File: src/rtl/clkper_regs_pkg.sv
package clkper_regs_pkg;
  localparam int NFLAG  = 5;
  localparam int NVLD   = 4;
  localparam int ADDR_W = 8;
  localparam int DATA_W = 32;
  localparam int KEY_W  = 24;

  localparam logic [ADDR_W-1:0] OFS_STAT = 8'h18;
  localparam logic [ADDR_W-1:0] OFS_CLR  = 8'h1C;
  localparam logic [ADDR_W-1:0] OFS_ENA  = 8'h20;
  localparam logic [ADDR_W-1:0] OFS_DIS  = 8'h24;
  localparam logic [ADDR_W-1:0] OFS_MASK = 8'h28;
  localparam logic [ADDR_W-1:0] OFS_VLD  = 8'h2C;
  localparam logic [ADDR_W-1:0] OFS_WP   = 8'hE4;

  localparam logic [KEY_W-1:0] WP_KEY = 24'h525443;
endpackage

File: src/rtl/clkper_flag_bank.sv
// Sticky flags: a set pulse wins over a clear in the same cycle.
module clkper_flag_bank #(
  parameter int N = 5
) (
  input  logic         clk,
  input  logic         rst_n,
  input  logic [N-1:0] set_i,
  input  logic [N-1:0] clr_i,
  output logic [N-1:0] q_o
);
  logic [N-1:0] q_r;
  logic [N-1:0] q_nxt;

  for (genvar i = 0; i < N; i++) begin : g_bit
    always_comb begin
      q_nxt[i] = q_r[i];
      if (clr_i[i]) q_nxt[i] = 1'b0;
      if (set_i[i]) q_nxt[i] = 1'b1;
    end

    always_ff @(posedge clk or negedge rst_n) begin
      if (!rst_n)                    q_r[i] <= 1'b0;
      else if (set_i[i] | clr_i[i])  q_r[i] <= q_nxt[i];
    end
  end

  assign q_o = q_r;
endmodule

File: src/rtl/clkper_mask_reg.sv
// Mask with set-only and clear-only write paths.
module clkper_mask_reg #(
  parameter int N = 5
) (
  input  logic         clk,
  input  logic         rst_n,
  input  logic [N-1:0] set_i,
  input  logic [N-1:0] clr_i,
  output logic [N-1:0] q_o
);
  logic [N-1:0] q_r;
  logic [N-1:0] q_nxt;
  logic         upd;

  always_comb begin
    q_nxt = (q_r | set_i) & ~clr_i;
    upd   = |(set_i | clr_i);
  end

  always_ff @(posedge clk or negedge rst_n) begin
    if (!rst_n)   q_r <= '0;
    else if (upd) q_r <= q_nxt;
  end

  assign q_o = q_r;
endmodule

File: src/rtl/clkper_wprot_reg.sv
// Write-protect enable, changed only by a write carrying the key.
module clkper_wprot_reg #(
  parameter int               KEY_W = 24,
  parameter logic [KEY_W-1:0] KEY   = 24'h525443
) (
  input  logic             clk,
  input  logic             rst_n,
  input  logic             wr_i,
  input  logic [KEY_W-1:0] key_i,
  input  logic             en_i,
  output logic             en_o
);
  logic en_r;
  logic key_ok;

  always_comb key_ok = wr_i && (key_i == KEY);

  always_ff @(posedge clk or negedge rst_n) begin
    if (!rst_n)      en_r <= 1'b0;
    else if (key_ok) en_r <= en_i;
  end

  assign en_o = en_r;
endmodule

File: src/rtl/clkper_evt_regs.sv
module clkper_evt_regs
  import clkper_regs_pkg::*;
#(
  parameter int NF = NFLAG,
  parameter int NV = NVLD
) (
  input  logic              clk,
  input  logic              rst_n,
  input  logic [NF-1:0]     evt_i,
  input  logic [NV-1:0]     nonvalid_i,
  input  logic [ADDR_W-1:0] reg_addr,
  input  logic [DATA_W-1:0] reg_wdata,
  input  logic              reg_wr,
  output logic [DATA_W-1:0] reg_rdata,
  output logic              irq_o
);
  localparam int KEY_LSB = DATA_W - KEY_W;

  logic [NF-1:0] clr_cmd, ena_cmd, dis_cmd;
  logic          wp_wr;
  logic [NF-1:0] sts_q, msk_q;
  logic          wp_en_q;
  logic [NV-1:0] vld_q;

  // write decode
  always_comb begin
    clr_cmd = '0;
    ena_cmd = '0;
    dis_cmd = '0;
    wp_wr   = 1'b0;
    if (reg_wr) begin
      case (reg_addr)
        OFS_CLR: clr_cmd = reg_wdata[NF-1:0];
        OFS_ENA: ena_cmd = reg_wdata[NF-1:0];
        OFS_DIS: dis_cmd = reg_wdata[NF-1:0];
        OFS_WP:  wp_wr   = 1'b1;
        default: ;
      endcase
    end
  end

  clkper_flag_bank #(.N(NF)) u_flags (
    .clk   (clk),
    .rst_n (rst_n),
    .set_i (evt_i),
    .clr_i (clr_cmd),
    .q_o   (sts_q)
  );

  clkper_mask_reg #(.N(NF)) u_mask (
    .clk   (clk),
    .rst_n (rst_n),
    .set_i (ena_cmd),
    .clr_i (dis_cmd),
    .q_o   (msk_q)
  );

  clkper_wprot_reg #(.KEY_W(KEY_W), .KEY(WP_KEY)) u_wprot (
    .clk   (clk),
    .rst_n (rst_n),
    .wr_i  (wp_wr),
    .key_i (reg_wdata[DATA_W-1:KEY_LSB]),
    .en_i  (reg_wdata[0]),
    .en_o  (wp_en_q)
  );

  // validity indicators, sampled every cycle
  always_ff @(posedge clk or negedge rst_n) begin
    if (!rst_n) vld_q <= '0;
    else        vld_q <= nonvalid_i;
  end

  // read mux
  always_comb begin
    case (reg_addr)
      OFS_STAT: reg_rdata = DATA_W'(sts_q);
      OFS_MASK: reg_rdata = DATA_W'(msk_q);
      OFS_VLD:  reg_rdata = DATA_W'(vld_q);
      OFS_WP:   reg_rdata = DATA_W'(wp_en_q);
      default:  reg_rdata = '0;
    endcase
  end

  assign irq_o = |(sts_q & msk_q);
endmodule

File: config.mk
export PLATFORM = sky130hd
export DESIGN_NAME = clkper_evt_regs
export DESIGN_NICKNAME = d
export VERILOG_FILES = /design/src/rtl/clkper_regs_pkg.sv /design/src/rtl/clkper_flag_bank.sv /design/src/rtl/clkper_mask_reg.sv /design/src/rtl/clkper_wprot_reg.sv /design/src/rtl/clkper_evt_regs.sv
export SDC_FILE = /design/constraint.sdc
export NUM_CORES = 1
export LEC_CHECK = 0
export BUFFER_PORTS_ARGS = -buffer_cell sky130_fd_sc_hd__buf_4
export CAP_MARGIN = 40
export CORE_MARGIN = 2
export CORE_UTILIZATION = 38
export CTS_CLUSTER_DIAMETER = 50
export DETAILED_ROUTE_END_ITERATION = 6
export GPL_ROUTABILITY_DRIVEN = 0
export PLACE_DENSITY = 0.82
export SLEW_MARGIN = 30
export SYNTH_ARGS = -nofsm -noshare
export SYNTH_HDL_FRONTEND = slang
export SYNTH_SLANG_ARGS = --single-unit
File: constraint.sdc
create_clock -name clk -period 2.09 [get_ports clk]
set_input_delay 0.3135 -clock clk [delete_from_list [all_inputs] [get_ports clk]]
set_output_delay 0.3135 -clock clk [all_outputs]
set_load 0.01 [all_outputs]
======== Yosys cells after proc, flatten, opt, wreduce, memory -nomap -nowiden ========
Index checks and enable logic that the tools add are counted.
cells by class
  reductions and logical operators ........ 13
  mux-type cells .......................... 19
  bitwise logic cells ..................... 10
  eq/ne operators ......................... 8
operators with widths
  kind                                                               count
  8-bit by 6-bit == test with 1-bit output, second input constant    4
  5-bit 2-to-1 mux                                                   6
  24-bit by 23-bit == test with 1-bit output, second input constant  1
  5-bit case mux with 4 select lines                                 1
  8-bit by 5-bit == test with 1-bit output, second input constant    2
  1-bit 2-to-1 mux                                                   12
  5-bit AND                                                          2
  5-bit OR                                                           2
  2-bit AND reduction                                                5
  2-bit nonzero test                                                 5
  5-bit OR reduction                                                 2
  8-bit == test, second input constant                               1
  5-bit inverter                                                     1
  1-bit OR                                                           5
  1-bit logical AND                                                  1
word-level totals
  register bits ........................... 15
  logic and storage cells ................. 58
  output and inout bits ................... 33
  input port bits ......................... 52

======== Logic depth before layout (Yosys ltp) ========
  word-level depth ........................ 5
  mapped depth ............................ 5
  depth with buffers taken out ............ 4

======== By module ========
From an unflattened synthesis, not the netlist that was laid out.
second synthesis, totals
  cells, all modules ...................... 124
  area, all modules ....................... 1,141.1 µm²
modules (own cells, without submodules)
  module            area an instance (µm²)  seq. area each (µm²)  cells an instance  instances
  clkper_evt_regs   659.4                   100.1                 87                 1
  clkper_flag_bank  181.4                   125.1                 15                 1
  clkper_mask_reg   175.2                   125.1                 10                 1
  clkper_wprot_reg  125.1                   25.0                  12                 1

======== Worst setup path before layout ========
No wires, ideal clock.
  kind .................................... in2out
  start point ............................. in reg_addr[7]
  end point ............................... out reg_rdata[4]
  required time ........................... 1.776 ns
  path slack .............................. 0.093 ns
  path buffers ............................ 0
  cell stages on the path ................. 4
  arrival time ............................ 1.684 ns
  cells stage by stage .................... or4b_4 or4b_4 nor3b_2 a21o_1
on the way
  longest elaborated chain between the ends .. 2
  elaborated cells on any way between the ends .. 5
  those cells by class .................... eq/ne: 4; mux: 1
ends and longest elaborated chain
  item                                    line                   RTL
  from (decl)                             clkper_evt_regs.sv:11  input logic [ADDR_W-1:0] reg_addr,
  8-bit == test (tied with other cells)   clkper_evt_regs.sv:75  case (reg_addr)
  5-bit case mux with 4 select lines (*)  clkper_evt_regs.sv:75
  to (decl)                               clkper_evt_regs.sv:14  output logic [DATA_W-1:0] reg_rdata,
Every way passes the cells marked *; elsewhere a longest branch is shown, timed or not.

======== Final worst setup path ========
  start point ............................. in reg_addr[7]
  end point ............................... out reg_rdata[1]
Same word-level chain as after synthesis.

==> flow_metrics.tcl <==
set metrics [dict create \
    status "complete, but fails checks" \
    failed_checks "negative setup slack" \
    synthCells 103 \
    drt-initial-drc-count 62 \
    vdd_drop_max_v 0.000350 \
    vias_per_cell 5.13 \
    grt_use_met2_pct 30.6 \
    synth_area_leaders "dfrtp_1, buf_4, a31oi_1" \
    nFillCells 228 \
    regArea_um2 375 \
    final_util_pct 59.0 \
    drive_above_1_share_pct 43.1 \
    dp_slack_ns -0.176 \
    setup_slack_ns -0.154 \
    syn_area_mm2 0.00103 \
    num_rows 18 \
    wl_per_cell_um 13.8 \
    grtUsageTotal_pct 17.2 \
    slew_violations 0 \
    syn_area_per_cell_um2 9.96 \
    vias 1010 \
    cts_buffer_depth 2 \
    insertion_delay_ns 0.28 \
    yosys.area.top_type_share_pct 36.6 \
    total_power_mw 0.628 \
    ys.flop_type "dfrtp_1" \
    start_util_pct 40.7 \
    reg2reg_depth 2 \
    io_buffers 54 \
    critPathLaunchType "primary input" \
    synth.most_common_cell "buf_4" \
    grt_setup_unrepaired "true" \
    antenna_cells 0 \
    ios 85 \
    p_per_area_mw_per_mm2 422 \
    cts_sinks 15 \
    cp.buffers_inverters 3 \
    path_depth 6 \
    grt.met1_usage_pct 21.4 \
    first_pass_iters 4 \
    holdCritPathClass "primary input to flip-flop" \
    grt_max_degree 17 \
    finalNonFillerCells 197 \
    critPathSlowestCell "or4b_4" \
    dpl_cell_area_mm2 0.00140 \
    fin_crit_ns 2.24 \
    postRouteAntennaNets 0 \
    ys_types 27 \
    path_max_fanout 5 \
    fp.dieH_um 56.0 \
    hold_ws_ns 0.133 \
    clkTransAtPathRegs_ns 0.09 \
    p_leak_nw 0.717 \
    root_buffer "clkbuf_4" \
    max_freq_ghz 0.446 \
    die_area_mm2 0.00313 \
    yosysSeqAreaShare_pct 36.6 \
    coreArea_mm2 0.00252 \
    areaGrowthSynthToFinish_pct 45.0 \
    required_ns 1.78 \
    synthArstFlopShare_pct 100 \
    arrival_ns 1.93 \
    grt_first_pass_wirelength_um 4330 \
    synth-seq-cells 15 \
    path_cells "buf_6 -> or4b_4 -> or4b_4 -> buf_4 -> o2bb2ai_4 -> buf_4" \
    place_hpwl_um 2200 \
    dp.cells 190 \
    skew_ns 0 \
    antenna_found_initial 0 \
    tns_ns -0.449 \
    grt_pass1_vias 993 \
    chipWidth_um 56.0 \
    yosys.area.top_type "dfrtp_1" \
    htreeDepth 1 \
    slowest_delay_ns 0.55 \
    finalInstanceArea_mm2 0.00149 \
    critical_path_class "primary input to primary output" \
    path_delay_family "simple AND/OR/NAND/NOR gates" \
    fin_nets 220 \
    drc_errors 0 \
    finalHoldViolCount 0 \
    hold_path_depth 1 \
    numCtsBuffers 3 \
    grt_overflow_total 0 \
    yosys_warnings 0 \
    synth_common_cells "buf_4, dfrtp_1, a31oi_1" \
    setup_viol 5 \
    cts_tree "done" \
    multi_input_area_um2 558 \
    wl_um 2730 \
    grt.busiest_layer "met2" \
    grtUsageMet3_pct 3.02 \
    drv_cap 0 \
    endpoint_kind "primary output" \
    synth_edf_count 0 \
    fin_crit_sh_pct 107 \
]
## layout make-up
type / instances / area share, %
Clock buffer: 4 / 1.77
Tap cell: 30 / 2.52
Inverter: 1 / 0.252
Multi-Input combinational cell: 84 / 37.5
Timing Repair Buffer: 63 / 32.7
Sequential cell: 15 / 25.2
## metal layers
metal  vias up  share of wire [%]
li1        464                  -
met1       470                 38
met2        74                 53
met3         2                8.2
met4         0               0.37
met5         -                  0
## worst register-to-register path, stage by stage, from the launching register on
cell and delay [ns]:
dfrtp_1 0.41, a31oi_1 0.16, a31oi_1 0.06
## timing repair
item,4_1_cts,5_1_grt
endpoints found under the hold margin,15,0
buffers inserted,1,1
gates resized for setup,4,2
endpoints found under the setup margin,5,5
hold buffers,1,0
pin swaps,2,0
## state kept, by name, indices dropped and copies added (netlist names)
| register | cells |
|---|---|
| u_wprot.en_o | 1 |
| vld_q | 4 |
| u_mask.q_o | 5 |
| u_flags.q_o | 5 |
## placed cells by master (no fill, tap or decap), drive strengths merged, types with 2 or more instances in the layout
master	netlist	layout
buf	28	62
conb	1	27
dfrtp	15	15
a31oi	10	10
a21o	7	7
nand3	6	6
nor4b	6	6
mux2i	4	4
clkbuf	1	4
nor2	3	3
nor2b	3	3
nand4	3	3
o2bb2ai	3	3
or4b	2	2
## cell families after synthesis
family / synth area share, %
other: 0.366
and+or+nand+nor: 21.0
muxes: 5.00
DFF: 36.6
AOI/OAI and AO/OA: 16.1
buffers and inverters: 21.0
## where the power goes
| group | switching, mW | internal (mW) | total, mW | leakage (nW) |
|---|---|---|---|---|
| clock | 0.0906 | 0.0741 | 0.165 | 0.0150 |
| combinational | 0.0713 | 0.0876 | 0.159 | 0.529 |
| sequential | 0.00531 | 0.299 | 0.304 | 0.173 |
| total | 0.167 | 0.460 | 0.628 | 0.717 |
## final timing paths
kind,slack (ns),to,from
worst min-delay path,0.13,vld_q[3],nonvalid_i[3]
worst max register to register,1.33,u_mask.q_o[0],u_mask.q_o[0]
worst max-delay path,-0.15,reg_rdata[1],reg_addr[7]
worst min register to register,0.52,u_wprot.en_o,u_wprot.en_o
max in group asynchronous,1.51,u_wprot.en_o,rst_n
min in group asynchronous,0.41,u_flags.q_o[3],rst_n
(Power assumes the default switching activity.)
